$ cat src/rtl/sdma_pkg.sv
package sdma_pkg;
  localparam int ADDR_W = 16;
  localparam int DATA_W = 8;
  localparam int PAGE_W = ADDR_W - 8;
  localparam int REGION_W = 3;
  localparam logic [REGION_W-1:0] REGION_VIDEO = 3'd4;
  localparam logic [REGION_W-1:0] REGION_WORK = 3'd6;

  typedef struct packed {
    logic [ADDR_W-1:0] lo;
    logic [ADDR_W-1:0] hi;
  } sdma_win_t;

  // Inclusive CPU window that collides with a copy from the given source region.
  function automatic sdma_win_t conflict_window(input logic [REGION_W-1:0] region,
                                                input logic colour);
    sdma_win_t w;
    if (region == REGION_VIDEO) begin
      w.lo = 16'h8000; w.hi = 16'h9FFF;
    end else if (colour && region == REGION_WORK) begin
      w.lo = 16'hC000; w.hi = 16'hFDFF;
    end else if (colour) begin
      w.lo = 16'hA000; w.hi = 16'hBFFF;
    end else begin
      w.lo = 16'hA000; w.hi = 16'hFDFF;
    end
    return w;
  endfunction

  function automatic logic [ADDR_W-1:0] source_addr(input logic [PAGE_W-1:0] page,
                                                    input logic [7:0] offset);
    return {page, offset};
  endfunction

  function automatic logic [REGION_W-1:0] page_region(input logic [PAGE_W-1:0] page);
    return page[PAGE_W-1 -: REGION_W];
  endfunction
endpackage

$ cat src/rtl/sdma_sequencer.sv
module sdma_sequencer #(
  parameter int XFER_LEN = 160,
  parameter int FIRST_GAP = 8,
  parameter int NEXT_GAP = 4,
  parameter int PAGE_LIMIT = 8'hF1
) (
  input  logic                           clk,
  input  logic                           rst_n,
  input  logic                           start_i,
  input  logic [sdma_pkg::PAGE_W-1:0]    page_i,
  output logic                           accept_o,
  output logic                           busy_o,
  output logic                           move_o,
  output logic [$clog2(XFER_LEN)-1:0]    idx_o,
  output logic [sdma_pkg::PAGE_W-1:0]    page_o
);
  localparam int IDX_W = $clog2(XFER_LEN);
  localparam int MAX_GAP = (FIRST_GAP > NEXT_GAP) ? FIRST_GAP : NEXT_GAP;
  localparam int GAP_W = $clog2(MAX_GAP + 1);
  localparam logic [GAP_W-1:0] FIRST_RELOAD = GAP_W'(FIRST_GAP - 1);
  localparam logic [GAP_W-1:0] NEXT_RELOAD = GAP_W'(NEXT_GAP - 1);
  localparam logic [IDX_W-1:0] LAST_IDX = IDX_W'(XFER_LEN - 1);

  logic                         busy_q;
  logic [GAP_W-1:0]             gap_q;
  logic [IDX_W-1:0]             idx_q;
  logic [sdma_pkg::PAGE_W-1:0]  page_q;
  logic                         last_w;

  assign accept_o = start_i && (int'(page_i) <= PAGE_LIMIT);
  assign move_o   = busy_q && (gap_q == '0);
  assign last_w   = move_o && (idx_q == LAST_IDX);

  always_ff @(posedge clk) begin
    if (!rst_n) begin
      busy_q <= 1'b0;
      gap_q  <= '0;
      idx_q  <= '0;
      page_q <= '0;
    end else if (accept_o) begin
      busy_q <= 1'b1;
      gap_q  <= FIRST_RELOAD;
      idx_q  <= '0;
      page_q <= page_i;
    end else if (move_o) begin
      if (last_w) begin
        busy_q <= 1'b0;
      end else begin
        idx_q <= idx_q + 1'b1;
        gap_q <= NEXT_RELOAD;
      end
    end else if (busy_q) begin
      gap_q <= gap_q - 1'b1;
    end
  end

  assign busy_o = busy_q;
  assign idx_o  = idx_q;
  assign page_o = page_q;
endmodule

$ cat src/rtl/sdma_guard.sv
module sdma_guard #(
  parameter int SPR_BASE = 16'hFE00,
  parameter int SPR_LEN = 160
) (
  input  logic                           busy_i,
  input  logic                           colour_i,
  input  logic [sdma_pkg::REGION_W-1:0]  region_i,
  input  logic                           cpu_req,
  input  logic                           cpu_we,
  input  logic [sdma_pkg::ADDR_W-1:0]    cpu_addr,
  input  logic [sdma_pkg::DATA_W-1:0]    cpu_wdata,
  output logic [sdma_pkg::DATA_W-1:0]    cpu_rdata,
  output logic                           bus_req,
  output logic                           bus_we,
  output logic [sdma_pkg::ADDR_W-1:0]    bus_addr,
  output logic [sdma_pkg::DATA_W-1:0]    bus_wdata,
  input  logic [sdma_pkg::DATA_W-1:0]    bus_rdata,
  output logic                           blocked_o
);
  localparam int AW = sdma_pkg::ADDR_W;
  localparam logic [AW:0] SPR_LO = (AW+1)'(SPR_BASE);
  localparam logic [AW:0] SPR_END = (AW+1)'(SPR_BASE + SPR_LEN);

  sdma_pkg::sdma_win_t win;
  logic in_win, in_spr;

  always_comb begin
    win    = sdma_pkg::conflict_window(region_i, colour_i);
    in_win = (cpu_addr >= win.lo) && (cpu_addr <= win.hi);
    in_spr = ({1'b0, cpu_addr} >= SPR_LO) && ({1'b0, cpu_addr} < SPR_END);
  end

  assign blocked_o = busy_i && (in_win || in_spr);
  assign bus_req   = cpu_req && !blocked_o;
  assign bus_we    = cpu_we && !blocked_o;
  assign bus_addr  = cpu_addr;
  assign bus_wdata = cpu_wdata;
  assign cpu_rdata = blocked_o ? '1 : bus_rdata;
endmodule

$ cat src/rtl/sprite_dma.sv
module sprite_dma #(
  parameter int XFER_LEN = 160,
  parameter int FIRST_GAP = 8,
  parameter int NEXT_GAP = 4,
  parameter int PAGE_LIMIT = 8'hF1,
  parameter int SPR_BASE = 16'hFE00
) (
  input  logic                         clk,
  input  logic                         rst_n,
  input  logic                         colour_mode,
  input  logic                         start_i,
  input  logic [7:0]                   start_page_i,
  output logic                         mem_rd_en,
  output logic [15:0]                  mem_rd_addr,
  input  logic [7:0]                   mem_rd_data,
  output logic                         spr_we,
  output logic [$clog2(XFER_LEN)-1:0]  spr_addr,
  output logic [7:0]                   spr_wdata,
  input  logic                         cpu_req,
  input  logic                         cpu_we,
  input  logic [15:0]                  cpu_addr,
  input  logic [7:0]                   cpu_wdata,
  output logic [7:0]                   cpu_rdata,
  output logic                         bus_req,
  output logic                         bus_we,
  output logic [15:0]                  bus_addr,
  output logic [7:0]                   bus_wdata,
  input  logic [7:0]                   bus_rdata,
  output logic                         busy
);
  localparam int IDX_W = $clog2(XFER_LEN);

  logic                         accept_w;
  logic                         move_w;
  logic                         blocked_w;
  logic [IDX_W-1:0]             idx_w;
  logic [sdma_pkg::PAGE_W-1:0]  page_w;

  sdma_sequencer #(
    .XFER_LEN(XFER_LEN), .FIRST_GAP(FIRST_GAP),
    .NEXT_GAP(NEXT_GAP), .PAGE_LIMIT(PAGE_LIMIT)
  ) u_seq (
    .clk(clk), .rst_n(rst_n), .start_i(start_i), .page_i(start_page_i),
    .accept_o(accept_w), .busy_o(busy), .move_o(move_w),
    .idx_o(idx_w), .page_o(page_w)
  );

  sdma_guard #(.SPR_BASE(SPR_BASE), .SPR_LEN(XFER_LEN)) u_guard (
    .busy_i(busy), .colour_i(colour_mode),
    .region_i(sdma_pkg::page_region(page_w)),
    .cpu_req(cpu_req), .cpu_we(cpu_we), .cpu_addr(cpu_addr),
    .cpu_wdata(cpu_wdata), .cpu_rdata(cpu_rdata),
    .bus_req(bus_req), .bus_we(bus_we), .bus_addr(bus_addr),
    .bus_wdata(bus_wdata), .bus_rdata(bus_rdata), .blocked_o(blocked_w)
  );

  assign mem_rd_en   = move_w;
  assign mem_rd_addr = sdma_pkg::source_addr(page_w, 8'(idx_w));
  assign spr_we      = move_w;
  assign spr_addr    = idx_w;
  assign spr_wdata   = mem_rd_data;
endmodule

$ cat config.mk
export PLATFORM = sky130hd
export DESIGN_NAME = sprite_dma
export DESIGN_NICKNAME = d
export VERILOG_FILES = /design/src/rtl/sdma_pkg.sv /design/src/rtl/sdma_sequencer.sv /design/src/rtl/sdma_guard.sv /design/src/rtl/sprite_dma.sv
export SDC_FILE = /design/constraint.sdc
export NUM_CORES = 1
export LEC_CHECK = 0
export BUFFER_PORTS_ARGS = -buffer_cell sky130_fd_sc_hd__buf_2
export CAP_MARGIN = 10
export CORE_ASPECT_RATIO = 1.2
export CORE_MARGIN = 2
export CORE_UTILIZATION = 25
export CTS_BUF_LIST = sky130_fd_sc_hd__clkbuf_2 sky130_fd_sc_hd__clkbuf_4 sky130_fd_sc_hd__clkbuf_8
export CTS_CLUSTER_DIAMETER = 60
export DETAILED_ROUTE_END_ITERATION = 6
export GPL_TIMING_DRIVEN = 0
export PLACE_DENSITY_LB_ADDON = 0.08
export REMOVE_ABC_BUFFERS = 1
export SYNTH_ARGS = -nofsm -noshare
export SYNTH_HDL_FRONTEND = slang
export SYNTH_SLANG_ARGS = --single-unit
export TNS_END_PERCENT = 50
$ cat constraint.sdc
create_clock -name clk -period 5.05 [get_ports clk]
set_input_delay 0.505 -clock clk [delete_from_list [all_inputs] [get_ports clk]]
set_output_delay 0.505 -clock clk [all_outputs]
set_load 0.01 [all_outputs]
==> results of run 1 <==
kinds of logic (layout without fill, tap and decap cells):
kind of cell,after synthesis,after routing,share of synthesized area (%)
xor gates and xnor gates,7,7,3.67
buffers and inverters,54,103,22.3
DFF,21,21,25.2
adders and majority gates,8,8,6.00
AOI/OAI and AO/OA,42,42,17.4
muxes,4,4,2.40
and+or+nand+nor,63,63,23.1
power by group through the flow:
stage	combinational, mW	sequential, mW	clock (mW)
after detailed placement	0.0998	0.183	0
after global placement	0.101	0.183	0
after CTS	0.100	0.179	0.123
final	0.0986	0.179	0.118
after floorplan	0.0450	0.184	0
after global routing	0.112	0.180	0.131
final timing paths:
check	startpoint	cells past startpoint	end
hold / removal	u_seq.page_o[2]$_SDFFE_PN0P_	2	u_seq.page_o[2]$_SDFFE_PN0P_
setup reg to reg	u_seq.gap_q[0]$_SDFFE_PN0P_	7	u_seq.idx_o[1]$_SDFFE_PP0P_
setup / recovery	u_seq.page_o[7]$_SDFFE_PN0P_	8	cpu_rdata[0]
hold reg to reg	u_seq.page_o[2]$_SDFFE_PN0P_	2	u_seq.page_o[2]$_SDFFE_PN0P_
cell type report:
cell class	count	area [um2]
clock buffer	4	48.8
fill	702	4510
inverter	9	33.8
multi-input combinational	124	877
sequential	21	420
tap	85	106
timing repair buffer	90	450
tightest hold or removal path, stage by stage (launching register included):
cell      delay, ns
dfxtp_1        0.31
nand2_1        0.05
a21boi_1       0.05
stage by stage:
stage,util (%),hold WS (ns),cell area [um2],setup WS (ns)
detailed placement,29.3,0.442,1890,2.40
floorplan,-,0.477,1330,2.72
global placement,29.3,0.441,1890,2.33
CTS,30.0,0.454,1940,2.19
finish,30.0,0.450,1940,2.23
global route,30.0,0.472,1940,1.95
placed cells by master, fill, tap and decap left out, types with 2 or more instances in the layout:
master	count
nand3_1	6
nand2_1	7
o21a_1	4
and4_1	2
nor3_1	2
clkbuf_8	3
inv_1	8
a21boi_1	4
a21oi_1	6
buf_2	90
mux2i_1	4
and3_1	4
nor2b_1	7
nor4b_1	3
o21ai_1	2
dfxtp_1	21
xor2_1	6
o21ai_0	12
o2111ai_1	2
nor2_1	17
nand4_1	4
a21o_1	2
o211ai_1	2
and4b_1	2
ha_1	8
sequential cells by signal (all words and copies together), names as in the netlist:
register and flops:
u_seq.gap_q 4, u_seq.busy_o 1, u_seq.idx_o 8, u_seq.page_o 8
metal layers:
layer  GRT usage, %  part of all wire, %  vias to the layer above
met5              0                    0                        -
met4           3.07                  1.0                        0
met3           3.76                   11                        5
met2           19.2                   45                       94
met1           12.7                   43                      656
li1               -                    -                      756
==> out/results.txt, run 1 <==
syn_area_per_cell: 8.39 um2
DR vias: 1,511
ys flop type: dfxtp_1
Pint: 279 uW
largest cells by area after synthesis: dfxtp_1 25%, buf_4 18%, ha_1 6.0%, nor2_1 3.8%, o21ai_0 3.6%
status: finished, final reports clean
Power Dens Cells: 204 nW/um2
worst clock skew: 0.00153 ns
H-tree level count: 1
number of synthesized flops with an enable pin: 0
initial DRC count: 23
final worst-path cycle share: 55.9%
Sw Pwr: 116 uW
register area share after synthesis: 25.2%
fmax: 354 MHz
CP Data Arrival Time: 2.32 ns
overall power: 395 uW
endpoints failing setup: 0
reg2reg setup slack: 3.26 ns
chip height: 93.5 um
setup bufs post-CTS: 0
CP Class: register to output pin
drt drc: 0
PortBufs: 90
Flop pwr share: 45.2%
most frequent cell after synthesis: buf_4
proportion of layout cells with a drive suffix above 1: 41.1%
Gate Count Post-Synth: 199
startpoint class of the critical path: register
final slew viol count: 0
Crit-path slowest cell: o21ai_1
FFs w/ async S/R, synth: 0%
CP required: 4.55 ns
GRT Util Overall: 11.0%
First-pass DRT Iterations: 4
Initial Util: 25.9%
core box area: 6450 um2
Worst Path Max Fanout: 10
largest net degree at the start of global routing: 15
clock latency at the later pin of the worst-skew pair: 0.26 ns
total CTS buffers: 3
Synth top area share: 25.2%
total die area: 7350 um2
number of hold buffers added after cts: 0
Die Wd: 78.6 um
diodes inserted: 0
crit-path cells: nor2b_1 > nand3_1 > ha_1 > nor4b_1 > and4_1 > o21ai_1 > o21ai_0 > buf_2
Combinational Power Share: 25.0%
dominant cell type by area after synthesis: dfxtp_1
leakage: 0.950 nW
CP Capture Type: output pin
Switching Fraction: 29.4%
DP HPWL: 3.28 mm
top cells by count, synth: 41 x buf_4, 21 x dfxtp_1, 17 x nor2_1
global-route wire length before repair: 6.51 mm
Boundary Pins: 123
fin cells: 333
placed insts: 329
vias in the first global route: 1,382
initial antenna violation count: 0
cts repair resizes: 0
cell area after synthesis: 1670 um2
minimum clock period: 2.82 ns
unrepaired setup endpoints after global routing: false
Max-Cap Viols: 0
clock share of power: 29.8%
layout overhead on the synthesized area: 16.0%
TNS Setup: 0 ns
Wirelength per Cell: 12.5 um
Synth Warn #: 0
Worst Tran Pin Value: 0.523 ns
FF+latch count, synth: 21
slowest stage delay, CP: 0.43 ns
Reg clk slew, reported paths: 0.08 ns
Synth cell types: 45
Routed Antenna Nets: 0
max_slew headroom: 64.9%
Sink Count: 21
GRT overflow: 0
Hold Path Class: register to register
worst-case vdd ir drop: 0.000104 V
critical path buffer and inverter count: 1
Routed WL: 4.17 mm
Max Root-Sink Buffers: 2
CTS tree: yes
vias per cell: 4.54
row count: 32
CP top delay family: simple AND/OR/NAND/NOR gates
final hold vios: 0
routability cong.: 0.699
fin nets: 311
CTS root buffer: clkbuf_8
No activity file was read; power rests on OpenSTA's default activity.
==> run 2, diff against run 1 <==
clock period = 2.4 ns   (was 5.05 ns; I/O delays follow)
==> run 2 against run 1 <==
Global-route usage increased by 0.57 points. Clock-buffer cell count unchanged. Total power increased by 120%. Non-clock buffer count increased by 2. Core utilization increased by 1.9 points. Final area increased by 6.3%. Worst setup slack got worse by 2.2 ns. Critical endpoint is now bus_we. Largest cell class unchanged. Largest power group unchanged.
==> out/results.txt, run 2 (synthesis gave the netlist of run 1 again) <==
status: finished, final reports clean
Boundary Pins: 123 (unchanged)
hold path start: start_page_i[1]
fin nets: 314 (+0.96%)
GRT overflow: 0 (unchanged)
Max Root-Sink Buffers: 2 (unchanged)
Routed Antenna Nets: 0 (unchanged)
minimum clock period: 2.40 ns
overall power: 863 uW (+120%)
Wirelength per Cell: 13.1 um (+4.9%)
Die Wd: 78.6 um (unchanged)
final worst-path setup slack: 0.00190 ns (-2.22 ns)
Hold Path Class: input pin to register
CP top delay family: simple AND/OR/NAND/NOR gates
startpoint class of the critical path: register
DP HPWL: 3.28 mm (unchanged)
crit-path cells: inv_2 > nand2_4 > nor2_4 > a21oi_2 > ha_1 > nand4_1 > nor3_4 > a31oi_4 > o21a_1 > buf_2
endpoints failing setup: 0 (unchanged)
global-route wire length before repair: 6.82 mm (+4.7%)
proportion of layout cells with a drive suffix above 1: 46.6% (+5.5 points)
diodes inserted: 0 (unchanged)
clock latency at the later pin of the worst-skew pair: 0.26 ns (about the same)
row count: 32 (unchanged)
leakage: 0.983 nW (+3.4%)
chip height: 93.5 um (unchanged)
initial antenna violation count: 0 (unchanged)
R2R depth: 7 (unchanged)
drt drc: 0 (unchanged)
CP required: 2.16 ns (-2.39 ns)
final worst-path cycle share: 99.9%
Routed WL: 4.41 mm (+5.8%)
most frequent cells in the layout: 90 x buf_2, 19 x dfxtp_1, 16 x nor2_1
final hold vios: 0 (unchanged)
initial DRC count: 22 (-4.3%)
CTS tree: yes
TNS Setup: 0 ns (unchanged)
DP Worst Slack: 0.0870 ns (-2.31 ns)
Worst Tran Pin Value: 0.461 ns (-0.0620 ns)
Util after Layout: 31.9% (+1.9 points)
Max-Cap Viols: 0 (unchanged)
vias per cell: 4.63 (+2.0%)
fmax: 417 MHz
worst-case vdd ir drop: 0.000224 V (+120%)
Sink Count: 21 (unchanged)
CP Data Arrival Time: 2.16 ns (-0.16 ns)
Worst Hold End: u_seq.page_o[1]$_SDFFE_PN0P_
routability cong.: 0.699 (unchanged)
Design Area, Final: 2060 um2 (+6.3%)
Worst Path Max Fanout: 5 (-5)
reg-to-reg startpoint: u_seq.gap_q[0]$_SDFFE_PN0P_
final slew viol count: 0 (unchanged)
First-pass DRT Iterations: 3 (-1)
CP Capture Type: output pin
Post-DP Area: 1890 um2 (unchanged)
core box area: 6450 um2 (unchanged)
total CTS buffers: 3 (unchanged)
GRT Util Overall: 11.6% (+0.57 points)
CTS root buffer: clkbuf_8
PortBufs: 90 (unchanged)
max_slew headroom: 69.2% (+4.3 points)
hold depth: 3 (+1)
fin cells: 336 (+0.90%)
placed insts: 329 (unchanged)
worst clock skew: 0.00182 ns (+0.000289 ns)
critical path buffer and inverter count: 2 (+1)
CP Class: register to output pin
unrepaired setup endpoints after global routing: true
Power Dens Cells: 419 nW/um2 (+110%)
total die area: 7350 um2 (unchanged)
DR vias: 1,555 (+2.9%)
reg2reg setup slack: 0.62 ns (-2.64 ns)
layout overhead on the synthesized area: 23.3%
slowest stage delay, CP: 0.34 ns (-0.09 ns)
Initial Util: 25.9% (unchanged)
H-tree level count: 1 (unchanged)
vias in the first global route: 1,417 (+2.5%)
largest net degree at the start of global routing: 15 (unchanged)
final hold slack: 0.237 ns (-0.213 ns)
Crit-path slowest cell: dfxtp_2
commonest non-fill, non-tap cell in the layout: buf_2
fillers: 697 (-0.71%)
reg2reg end: u_seq.idx_o[1]$_SDFFE_PP0P_
Reg clk slew, reported paths: 0.08 ns (about the same)
## run 2: changes by cell type in the layout (fill, tap and decap cells not counted), sizes merged
cell,before,now
a31oi,1,2
buf,90,92
## run 2: how the worst max path moves through the flow
| stage | start | to | slack [ns] | cells past startpoint |
|---|---|---|---|---|
| finish | u_seq.page_o[5]$_SDFFE_PN0P_ | bus_we | 0.002 | 10 |
| global route | u_seq.page_o[5]$_SDFFE_PN0P_ | bus_we | -0.15 | 10 |
| CTS | u_seq.page_o[5]$_SDFFE_PN0P_ | bus_we | 0.01 | 10 |
| detailed placement | u_seq.page_o[7]$_SDFFE_PN0P_ | cpu_rdata[0] | 0.09 | 8 |
| global placement | u_seq.page_o[7]$_SDFFE_PN0P_ | cpu_rdata[3] | 0.02 | 8 |
| floorplan | u_seq.page_o[5]$_SDFFE_PN0P_ | cpu_rdata[0] | 0.33 | 9 |
## run 2: routing by layer
metal | GRT usage [%] | routed length (um) | part of all wire (%)
met4 | 4.53 | 74 | 1.7
met5 | 0 | 0 | 0
met2 | 19.4 | 2010 | 46
met3 | 3.86 | 455 | 10
met1 | 13.5 | 1870 | 42
## run 2: worst reg2reg max path, cell delays in order, from the launching register on
cell       delay (ns)
dfxtp_1          0.34
inv_1            0.09
ha_1             0.21
nand4bb_1        0.15
clkinv_1         0.33
o21ai_1          0.28
mux2i_1          0.21
nor2_1           0.05
## run 2: final cells by class
cell class	count	area, um2	share of cell area [%]
multi-input cells	125	981	47.7
repair buffers	92	465	22.6
flip-flops and latches	21	423	20.5
well taps	85	106	5.17
clock buffers	4	48.8	2.37
inverters	9	33.8	1.64
## run 2: repair_timing
item                       CTS  global route
gates resized for setup     16            11
hold buffers                 0             0
pin swaps                    4            11
hold endpoints to repair     0             0
cloned                       1             0
setup endpoints to repair   10            10
buffers inserted             1             1
## run 2: power breakdown
part	switching (mW)	leakage, nW	internal (mW)
registers	0.0144	0.173	0.364
logic	0.128	0.784	0.106
clock network	0.121	0.0262	0.130
==> run 3, diff against run 2 <==
MAX_ROUTING_LAYER = met4   (was default)
==> run 3 against run 2 <==
Final cell count stayed put. Hold slack better by 0.0024 ns. Clock skew is 0.00076 ns lower. Largest cell class unchanged. Die area stayed put. Critical path type unchanged. Total power is 0.26% lower.
==> out/results.txt, run 3 (synthesis gave the netlist of run 1 again) <==
Boundary Pins: 123 (unchanged)
Hold Path Class: input pin to register
CP Class: register to output pin
Sink Count: 21 (unchanged)
max_slew headroom: 69.5% (+0.32 points)
Die Wd: 78.6 um (unchanged)
PortBufs: 90 (unchanged)
Reg clk slew, reported paths: 0.08 ns (about the same)
minimum clock period: 2.40 ns (-0.00157 ns)
worst-case vdd ir drop: 0.000222 V (-0.88%)
fin cells: 336 (unchanged)
worst clock skew: 0.00107 ns (-0.000755 ns)
total die area: 7350 um2 (unchanged)
drt drc: 0 (unchanged)
Power Dens Cells: 418 nW/um2 (-0.26%)
leakage: 0.983 nW (unchanged)
GRT overflow: 0 (unchanged)
Routed WL: 4.40 mm (-0.32%)
fmax: 417 MHz (about the same)
TNS Setup: 0 ns (unchanged)
CP required: 2.16 ns (about the same)
crit-path cells: inv_2 > nand2_4 > nor2_4 > a21oi_2 > ha_1 > nand4_1 > nor3_4 > a31oi_4 > o21a_1 > buf_2
GRT Util Overall: 11.9% (+0.29 points)
initial DRC count: 20 (-9.1%)
slowest stage delay, CP: 0.34 ns (about the same)
Worst Tran Pin Value: 0.456 ns (-0.00478 ns)
CTS root buffer: clkbuf_8
CP Capture Type: output pin
Routed Antenna Nets: 0 (unchanged)
Post-DP Area: 1890 um2 (unchanged)
endpoints failing setup: 0 (unchanged)
placed insts: 329 (unchanged)
startpoint class of the critical path: register
DP HPWL: 3.28 mm (unchanged)
CP Data Arrival Time: 2.16 ns (about the same)
vias in the first global route: 1,418 (+0.071%)
vias per cell: 4.63 (about the same)
hold depth: 3 (unchanged)
DP Worst Slack: 0.0870 ns (unchanged)
final hold vios: 0 (unchanged)
final worst-path setup slack: 0.00347 ns (+0.00157 ns)
First-pass DRT Iterations: 3 (unchanged)
final worst-path cycle share: 99.9% (about the same)
R2R depth: 7 (unchanged)
status: finished, final reports clean
Wirelength per Cell: 13.1 um (-0.32%)
DR vias: 1,554 (-0.064%)
largest net degree at the start of global routing: 15 (unchanged)
initial antenna violation count: 0 (unchanged)
global-route wire length before repair: 6.80 mm (-0.21%)
clock latency at the later pin of the worst-skew pair: 0.26 ns (about the same)
fin nets: 314 (unchanged)
routability cong.: 0.706 (+1.1%)
Max Root-Sink Buffers: 2 (unchanged)
final slew viol count: 0 (unchanged)
row count: 32 (unchanged)
Crit-path slowest cell: dfxtp_2
most frequent cells in the layout: 90 x buf_2, 19 x dfxtp_1, 16 x nor2_1
H-tree level count: 1 (unchanged)
Worst Path Max Fanout: 5 (unchanged)
CTS tree: yes
layout overhead on the synthesized area: 23.3% (unchanged)
proportion of layout cells with a drive suffix above 1: 46.6% (unchanged)
Design Area, Final: 2060 um2 (unchanged)
unrepaired setup endpoints after global routing: true
Initial Util: 25.9% (unchanged)
diodes inserted: 0 (unchanged)
Util after Layout: 31.9% (unchanged)
total CTS buffers: 3 (unchanged)
core box area: 6450 um2 (unchanged)
chip height: 93.5 um (unchanged)
Max-Cap Viols: 0 (unchanged)
fillers: 697 (unchanged)
commonest non-fill, non-tap cell in the layout: buf_2
run 3: cell counts in the layout (fill, tap and decap cells not counted):
Identical to the previous run, type by type.
run 3: layout make-up:
cell class | instances | area (um2) | share of cell area [%]
Multi-Input combinational cell | 125 | 981 | 47.7
Tap cell | 85 | 106 | 5.17
Timing Repair Buffer | 92 | 465 | 22.6
Clock buffer | 4 | 48.8 | 2.37
Sequential cell | 21 | 423 | 20.5
Inverter | 9 | 33.8 | 1.64
run 3: worst paths after layout:
path	start	to	slack, ns
setup / recovery	u_seq.page_o[5]$_SDFFE_PN0P_	bus_we	0.003
hold / removal	start_page_i[0]	u_seq.page_o[0]$_SDFFE_PN0P_	0.24
setup reg to reg	u_seq.gap_q[0]$_SDFFE_PN0P_	u_seq.idx_o[1]$_SDFFE_PP0P_	0.61
hold reg to reg	u_seq.page_o[2]$_SDFFE_PN0P_	u_seq.page_o[2]$_SDFFE_PN0P_	0.45
run 3: critical path: cells and delay by family (launching register included):
kind | cells | cell delay, ns
AND/OR/NAND/NOR | 4 | 0.65
AO/OA/AOI/OAI | 3 | 0.42
flip-flops | 1 | 0.34
adder cells (fa/ha/maj) | 1 | 0.28
buffers and inverters | 2 | 0.20
run 3: power breakdown:
| group | switching, mW | leakage (nW) | internal, mW |
|---|---|---|---|
| clock network | 0.119 | 0.0262 | 0.130 |
| registers | 0.0146 | 0.173 | 0.364 |
| logic | 0.128 | 0.784 | 0.106 |
run 3: repair_timing:
item                       in CTS  in global routing
cloned                          1                  0
pin swaps                       4                 11
buffers inserted                1                  1
hold buffers                    0                  0
setup endpoints to repair      10                 10
gates resized for setup        16                 11
run 3: per-stage QoR:
step	power (mW)	hold slack, ns
5_1_grt	0.920	0.239
2_1_floorplan	0.482	0.357
6_report	0.861	0.239
3_3_place_gp	0.596	0.441
4_1_cts	0.867	0.232
3_5_place_dp	0.595	0.442
run 3: routing by layer:
metal	track usage, %	share of wire (%)	vias up
met3	3.86	10	7
met1	13.4	42	683
met2	19.5	46	96
met5	-	0	-
li1	-	-	768
met4	4.53	1.7	0
